### src/rtl/pcnt_pkg.sv
`timescale 1ns/1ps
package pcnt_pkg;
  // Operating mode chosen for the coming edge, highest priority first.
  typedef enum logic [1:0] {
    MODE_CLEAR = 2'd0,
    MODE_LOAD  = 2'd1,
    MODE_COUNT = 2'd2,
    MODE_HOLD  = 2'd3
  } pcnt_mode_e;
endpackage

### src/rtl/pcnt_mode_dec.sv
`timescale 1ns/1ps
module pcnt_mode_dec
  import pcnt_pkg::*;
#(
  parameter bit ASYNC_CLR = 1'b0
) (
  input  logic       clear_n,
  input  logic       load_n,
  input  logic       en_par,
  input  logic       en_trk,
  output pcnt_mode_e mode
);
  // With the asynchronous clear the register itself empties the count,
  // so the decoder never has to pick the clear mode.
  logic sync_clear;

  generate
    if (ASYNC_CLR) begin : g_async
      assign sync_clear = 1'b0;
    end else begin : g_sync
      assign sync_clear = ~clear_n;
    end
  endgenerate

  always_comb begin
    if (sync_clear)             mode = MODE_CLEAR;
    else if (!load_n)           mode = MODE_LOAD;
    else if (en_par && en_trk)  mode = MODE_COUNT;
    else                        mode = MODE_HOLD;
  end
endmodule

### src/rtl/pcnt_next.sv
`timescale 1ns/1ps
module pcnt_next
  import pcnt_pkg::*;
#(
  parameter int WIDTH = 4
) (
  input  pcnt_mode_e       mode,
  input  logic [WIDTH-1:0] cur,
  input  logic [WIDTH-1:0] din,
  output logic [WIDTH-1:0] nxt
);
  localparam logic [WIDTH-1:0] ONE = WIDTH'(1);

  always_comb begin
    unique case (mode)
      MODE_CLEAR: nxt = '0;
      MODE_LOAD:  nxt = din;
      MODE_COUNT: nxt = cur + ONE;
      default:    nxt = cur;
    endcase
  end
endmodule

### src/rtl/pcnt_tc.sv
`timescale 1ns/1ps
module pcnt_tc #(
  parameter int WIDTH = 4
) (
  input  logic [WIDTH-1:0] cur,
  input  logic             en_trk,
  output logic             tc
);
  logic at_top;
  assign at_top = &cur;
  assign tc     = at_top & en_trk;
endmodule

### src/rtl/pcnt_stage.sv
`timescale 1ns/1ps
module pcnt_stage
  import pcnt_pkg::*;
#(
  parameter int WIDTH     = 4,
  parameter bit ASYNC_CLR = 1'b0
) (
  input  logic             clk,
  input  logic             clear_n,
  input  logic             load_n,
  input  logic             en_par,
  input  logic             en_trk,
  input  logic [WIDTH-1:0] din,
  output logic [WIDTH-1:0] cnt,
  output logic             tc
);
  localparam logic [WIDTH-1:0] ALL_ONES = {WIDTH{1'b1}};

  pcnt_mode_e       mode;
  logic [WIDTH-1:0] q;
  logic [WIDTH-1:0] q_nxt;

  pcnt_mode_dec #(.ASYNC_CLR(ASYNC_CLR)) u_dec (
    .clear_n (clear_n),
    .load_n  (load_n),
    .en_par  (en_par),
    .en_trk  (en_trk),
    .mode    (mode)
  );

  pcnt_next #(.WIDTH(WIDTH)) u_next (
    .mode (mode),
    .cur  (q),
    .din  (din),
    .nxt  (q_nxt)
  );

  generate
    if (ASYNC_CLR) begin : g_areg
      always_ff @(posedge clk or negedge clear_n) begin
        if (!clear_n) q <= '0;
        else          q <= q_nxt;
      end
    end else begin : g_sreg
      always_ff @(posedge clk) begin
        q <= q_nxt;
      end
    end
  endgenerate

  pcnt_tc #(.WIDTH(WIDTH)) u_tc (
    .cur    (q),
    .en_trk (en_trk),
    .tc     (tc)
  );

  assign cnt = q;

  // counting adds one
  a_r2_increment: assert property (@(posedge clk) disable iff (!clear_n)
    (load_n && en_par && en_trk) |=> (cnt == $past(cnt) + 1'b1));

  // all ones rolls over to zero
  a_r1_rollover: assert property (@(posedge clk) disable iff (!clear_n)
    (load_n && en_par && en_trk && cnt == ALL_ONES) |=> (cnt == '0));

  // either enable low holds the count
  a_r3_hold: assert property (@(posedge clk) disable iff (!clear_n)
    (load_n && !(en_par && en_trk)) |=> $stable(cnt));

  // preset wins over counting
  a_r4_load: assert property (@(posedge clk) disable iff (!clear_n)
    (!load_n) |=> (cnt == $past(din)));

  // count is empty once the clear is released
  a_r5_clear_done: assert property (@(posedge clk) disable iff (!clear_n)
    $rose(clear_n) |-> (cnt == '0));

  // terminal count requires the trickle enable
  a_r7_tc_needs_trk: assert property (@(posedge clk) disable iff (!clear_n)
    tc |-> (en_trk && cnt == ALL_ONES));
endmodule

### config.mk
export PLATFORM = sky130hd
export DESIGN_NAME = pcnt_stage
export DESIGN_NICKNAME = d
export VERILOG_FILES = /design/src/rtl/pcnt_pkg.sv /design/src/rtl/pcnt_mode_dec.sv /design/src/rtl/pcnt_next.sv /design/src/rtl/pcnt_tc.sv /design/src/rtl/pcnt_stage.sv
export SDC_FILE = /design/constraint.sdc
export NUM_CORES = 1
export LEC_CHECK = 0
export BUFFER_PORTS_ARGS = -buffer_cell sky130_fd_sc_hd__buf_2
export CAP_MARGIN = 20
export CELL_PAD_IN_SITES_DETAIL_PLACEMENT = 0
export CELL_PAD_IN_SITES_GLOBAL_PLACEMENT = 1
export CORE_AREA = 2 2 39 41
export DETAILED_ROUTE_END_ITERATION = 7
export DIE_AREA = 0 0 41 43
export PLACE_DENSITY = 0.54
export RECOVER_POWER = 25
export SETUP_SLACK_MARGIN = 0.5
export SLEW_MARGIN = 25
export SYNTH_ARGS = -nofsm -noshare
export SYNTH_HDL_FRONTEND = slang
export SYNTH_SLANG_ARGS = --single-unit
### constraint.sdc
create_clock -name clk -period 3.8 [get_ports clk]
set_clock_uncertainty 0.15 [all_clocks]
set_input_delay 0.76 -clock clk [delete_from_list [all_inputs] [get_ports clk]]
set_output_delay 0.76 -clock clk [all_outputs]
set_load 0.02 [all_outputs]
# Word level (Yosys, flattened, before mapping)
# Cells that the tools add are included.
totals:
  in_bits: 9
  register_bits: 4
  output_inout_bits: 5
classes:
  n_bitwise: 1
  add_sub_neg: 1
  n_reduce_logical: 4
  mux: 4
  n_eq_ne: 2
ops:
  columns: ["cell", "n"]
  rows:
  - ["one-hot mux 4 bit (3 select lines)", 1]
  - ["adder 4 x 1 -> 4 bit (second input constant)", 1]
  - ["two-way mux 2 bit", 2]
  - ["AND reduction 4 bit", 1]
  - ["nonzero test 3 bit", 1]
  - ["equality test 2 x 1 -> 1 bit (second input constant)", 1]
  - ["equality test 2 bit (second input constant)", 1]
  - ["logical NOT 2 bit", 1]
  - ["bitwise AND 1 bit", 1]
  - ["logical AND 1 bit", 1]
  - ["two-way mux 1 bit", 1]

# Longest topological paths before layout
depth:
  depth_word: 6
  ltp_mapped: 3

# Cells and area by module
# From an unflattened synthesis, not the netlist that was laid out.
unflattened:
  cells_unflattened: 29
  area_unflattened_um2: 269.0
modules_own_cells:
  columns: ["mod", "seq_area_each_um2", "area_each_um2", "n_inst", "cells_each"]
  rows:
  - ["pcnt_next", 0.0, 158.9, 1, 19]
  - ["pcnt_stage", 80.1, 80.1, 1, 4]
  - ["pcnt_mode_dec", 0.0, 17.5, 1, 3]
  - ["pcnt_tc", 0.0, 12.5, 1, 3]

# Least setup slack after synthesis
# No wires, ideal clock.
synth_timing:
  path_type: "input to output"
  startpoint: "in en_trk"
  endpoint: "out tc"
  arrival_ps: 1052
  setup_slack_ps: 1838
  n_path_buf: 0
  cell_stages: 1
  required_time_ps: 2890
  cell_sequence: "and4_1"
synth_between:
  elab_chain_len: 1
synth_rtl:
  columns: ["element", "line_no", "rtl"]
  rows:
  - ["start: declaration", "pcnt_stage.sv:12", "input logic en_trk,"]
  - ["bitwise AND 1 bit", "pcnt_tc.sv:11", "assign tc = at_top & en_trk;"]
  - ["end: declaration", "pcnt_stage.sv:15", "output logic tc"]
# Every way passes these cells.

# Final worst setup path
layout_timing:
  startpoint: "reg q[0] (netlist: cnt[0])"
  endpoint: "out tc"
layout_between:
  elab_chain_len: 2
layout_rtl:
  columns: ["element", "line_no", "rtl"]
  rows:
  - ["start: declaration", "pcnt_stage.sv:20", "logic [WIDTH-1:0] q;"]
  - ["start signal: assignment", "pcnt_stage.sv:46", "q <= q_nxt;"]
  - ["AND reduction 4 bit", "pcnt_tc.sv:10", "assign at_top = &cur;"]
  - ["bitwise AND 1 bit", "pcnt_tc.sv:11", null]
# Every way passes these cells.

==> results.json <==
{
  "nets": 50,
  "min_period_ps": 2130,
  "tns_ps": 0,
  "vias": 230,
  "final_cell_area_sq_um": 335,
  "rows": 14,
  "port_buffers": 13,
  "core_area_sq_um": 1380,
  "cts_resized": 0,
  "synth_cell_types": 12,
  "cts-root-buf": "clkbuf_4",
  "grt_max_degree": 5,
  "finalCritPeriodShare_pct": 56.1,
  "path_clk_slew_ps": 30,
  "crit_slowest_cell": "edfxtp_1",
  "tightest_slew_ps": 254,
  "drc_errors": 0,
  "maxCapViolCount": 0,
  "cp.arrival_ps": 1220,
  "outcome": "finished clean",
  "synthCells": 22,
  "antenna_found_initial": 0,
  "synth_fp_nets": 32,
  "post_dp_cell_area_sq_um": 317,
  "initial_core_util_pct": 16.7,
  "fin_ws_ps": 1670,
  "min_path_type": "register to register",
  "ant_nets": 0,
  "post-cts-setup-buffer-count": 0,
  "setup_viol": 0,
  "detailed_place_hpwl_microns": 431,
  "rsz0062_at_grt": "no",
  "crit_path_end_kind": "output pin",
  "max-slew-margin-rel_pct": 83.0,
  "syn2layout_area_growth_pct": 44.9,
  "crit_fanout": 4,
  "postSynthAreaPerCell_sq_um": 10.5,
  "cpPeakStageDelay_ps": 440,
  "hold_viol": 0,
  "place.gp.congestion": 0.591,
  "viasPerCell": 4.26,
  "fmax_mhz": 469,
  "routedWlPerCell_microns": 9.54,
  "ys_seq_area_share_pct": 51.9,
  "die_w_microns": 41,
  "cts_sinks": 4,
  "powerDensity_nw_per_um2": 386,
  "dieArea_sq_um": 1760,
  "num_io_pins": 14,
  "cts_buffers": 3,
  "holdWs_ps": 516,
  "yosysWarnings": 0,
  "crit_chain": "ha_1, and4_1, buf_2",
  "syn_area_sq_um": 231,
  "clock_latency_ps": 230,
  "grt_pass1_vias": 240,
  "drt_pass1_iterations": 4,
  "tritoncts": "built",
  "drt_iter0_markers": 1,
  "antenna_cells": 0,
  "dp_worst_setup_slack_ps": 1680,
  "hold_buffers": 0,
  "grt_usage_pct": 8.65,
  "cts.htree.levels": 1,
  "largest_reg_flops": 4,
  "path_class": "register to output pin",
  "critPathRequiredTime_ps": 2890,
  "critPathLaunchType": "register",
  "drt_wl_total_microns": 515,
  "irDropWorstVdd_uv": 69.2,
  "overflow": 0,
  "slew_violations": 0,
  "p_leak_uw": 0.000151,
  "grt_pass1_wl_microns": 910,
  "drive_above_1_share_pct": 42.1,
  "die_h_microns": 43,
  "clockBufferDepth": 2,
  "synth-seq-cells": 4,
  "fin_util_pct": 24.2
}
## logic make-up (layout without fill, tap and decap cells)
logic type	after synthesis	in the layout	synth area share, %
and+or+nand+nor	10	10	24.9
AOI/OAI and AO/OA	4	4	8.65
DFF	4	4	51.9
xor gates and xnor gates	2	2	7.57
adders and majority gates	1	1	5.40
buffers and inverters	1	17	1.62
## Yosys cell counts
master	number	area, sq um
nand4_1	1	6.26
ha_1	1	12.5
xnor2_1	1	8.76
nand3_1	1	5.00
nand2_1	5	18.8
and4_1	1	8.76
xor2_1	1	8.76
edfxtp_1	4	120
o21ai_1	4	20.0
nand3_2	1	10.0
inv_1	1	3.75
nor2b_2	1	8.76
## routing by layer
layer  up-vias  share of wire (%)  track usage [%]
li1        115                  -                -
met1        93                 38             9.39
met2        18                 44             10.3
met3         4                 11             3.14
met4         0                6.0             12.0
met5         -                  0                0
## path summary, 6_finish.rpt
check	slack [ps]	depth (start not counted)	from	endpoint
setup / recovery	1670	3	cnt[0]$_DFFE_PP_	tc
hold / removal	520	1	cnt[0]$_DFFE_PP_	cnt[0]$_DFFE_PP_
setup reg to reg	2450	3	cnt[0]$_DFFE_PP_	cnt[2]$_DFFE_PP_
hold reg to reg	520	1	cnt[0]$_DFFE_PP_	cnt[0]$_DFFE_PP_
## worst max-delay path: cells and delay by family, from the launching register on
| kind | cells | cell delay (ps) |
|---|---|---|
| buffers and inverters | 1 | 150 |
| adders and majority gates | 1 | 260 |
| and+or+nand+nor | 1 | 150 |
| DFF | 1 | 440 |
## stage by stage
stage	std cells	total power [uW]
floorplan	22	69.1
global placement	51	79.2
detailed placement	51	79.4
CTS	54	132
global route	54	140
finish	54	129
## cells in the final DEF (no fill, tap or decap), drive strengths merged
master,n
clkbuf,4
o21ai,4
edfxtp,4
nand2,5
nand3,2
buf,12
nor2b,1
and4,1
ha,1
xnor2,1
nand4,1
xor2,1
inv,1
## where the power goes
part / total (uW) / switching [uW] / leakage, uW / internal (uW)
Sequential: 56.9 / 3.65 / 0.0000448 / 53.3
Clock: 50.9 / 15.7 / 0.0000138 / 35.2
Combinational: 21.5 / 12.5 / 0.0000922 / 8.95
Total: 129 / 31.9 / 0.000151 / 97.4
## cell type report
class | count | area (sq um)
Tap cell | 16 | 20.0
Clock buffer | 3 | 22.5
Fill cell | 165 | 1050
Multi-Input combinational cell | 17 | 105
Sequential cell | 4 | 120
Inverter | 1 | 3.75
Timing Repair Buffer | 13 | 63.8
Power figures use the tool's default switching activity.
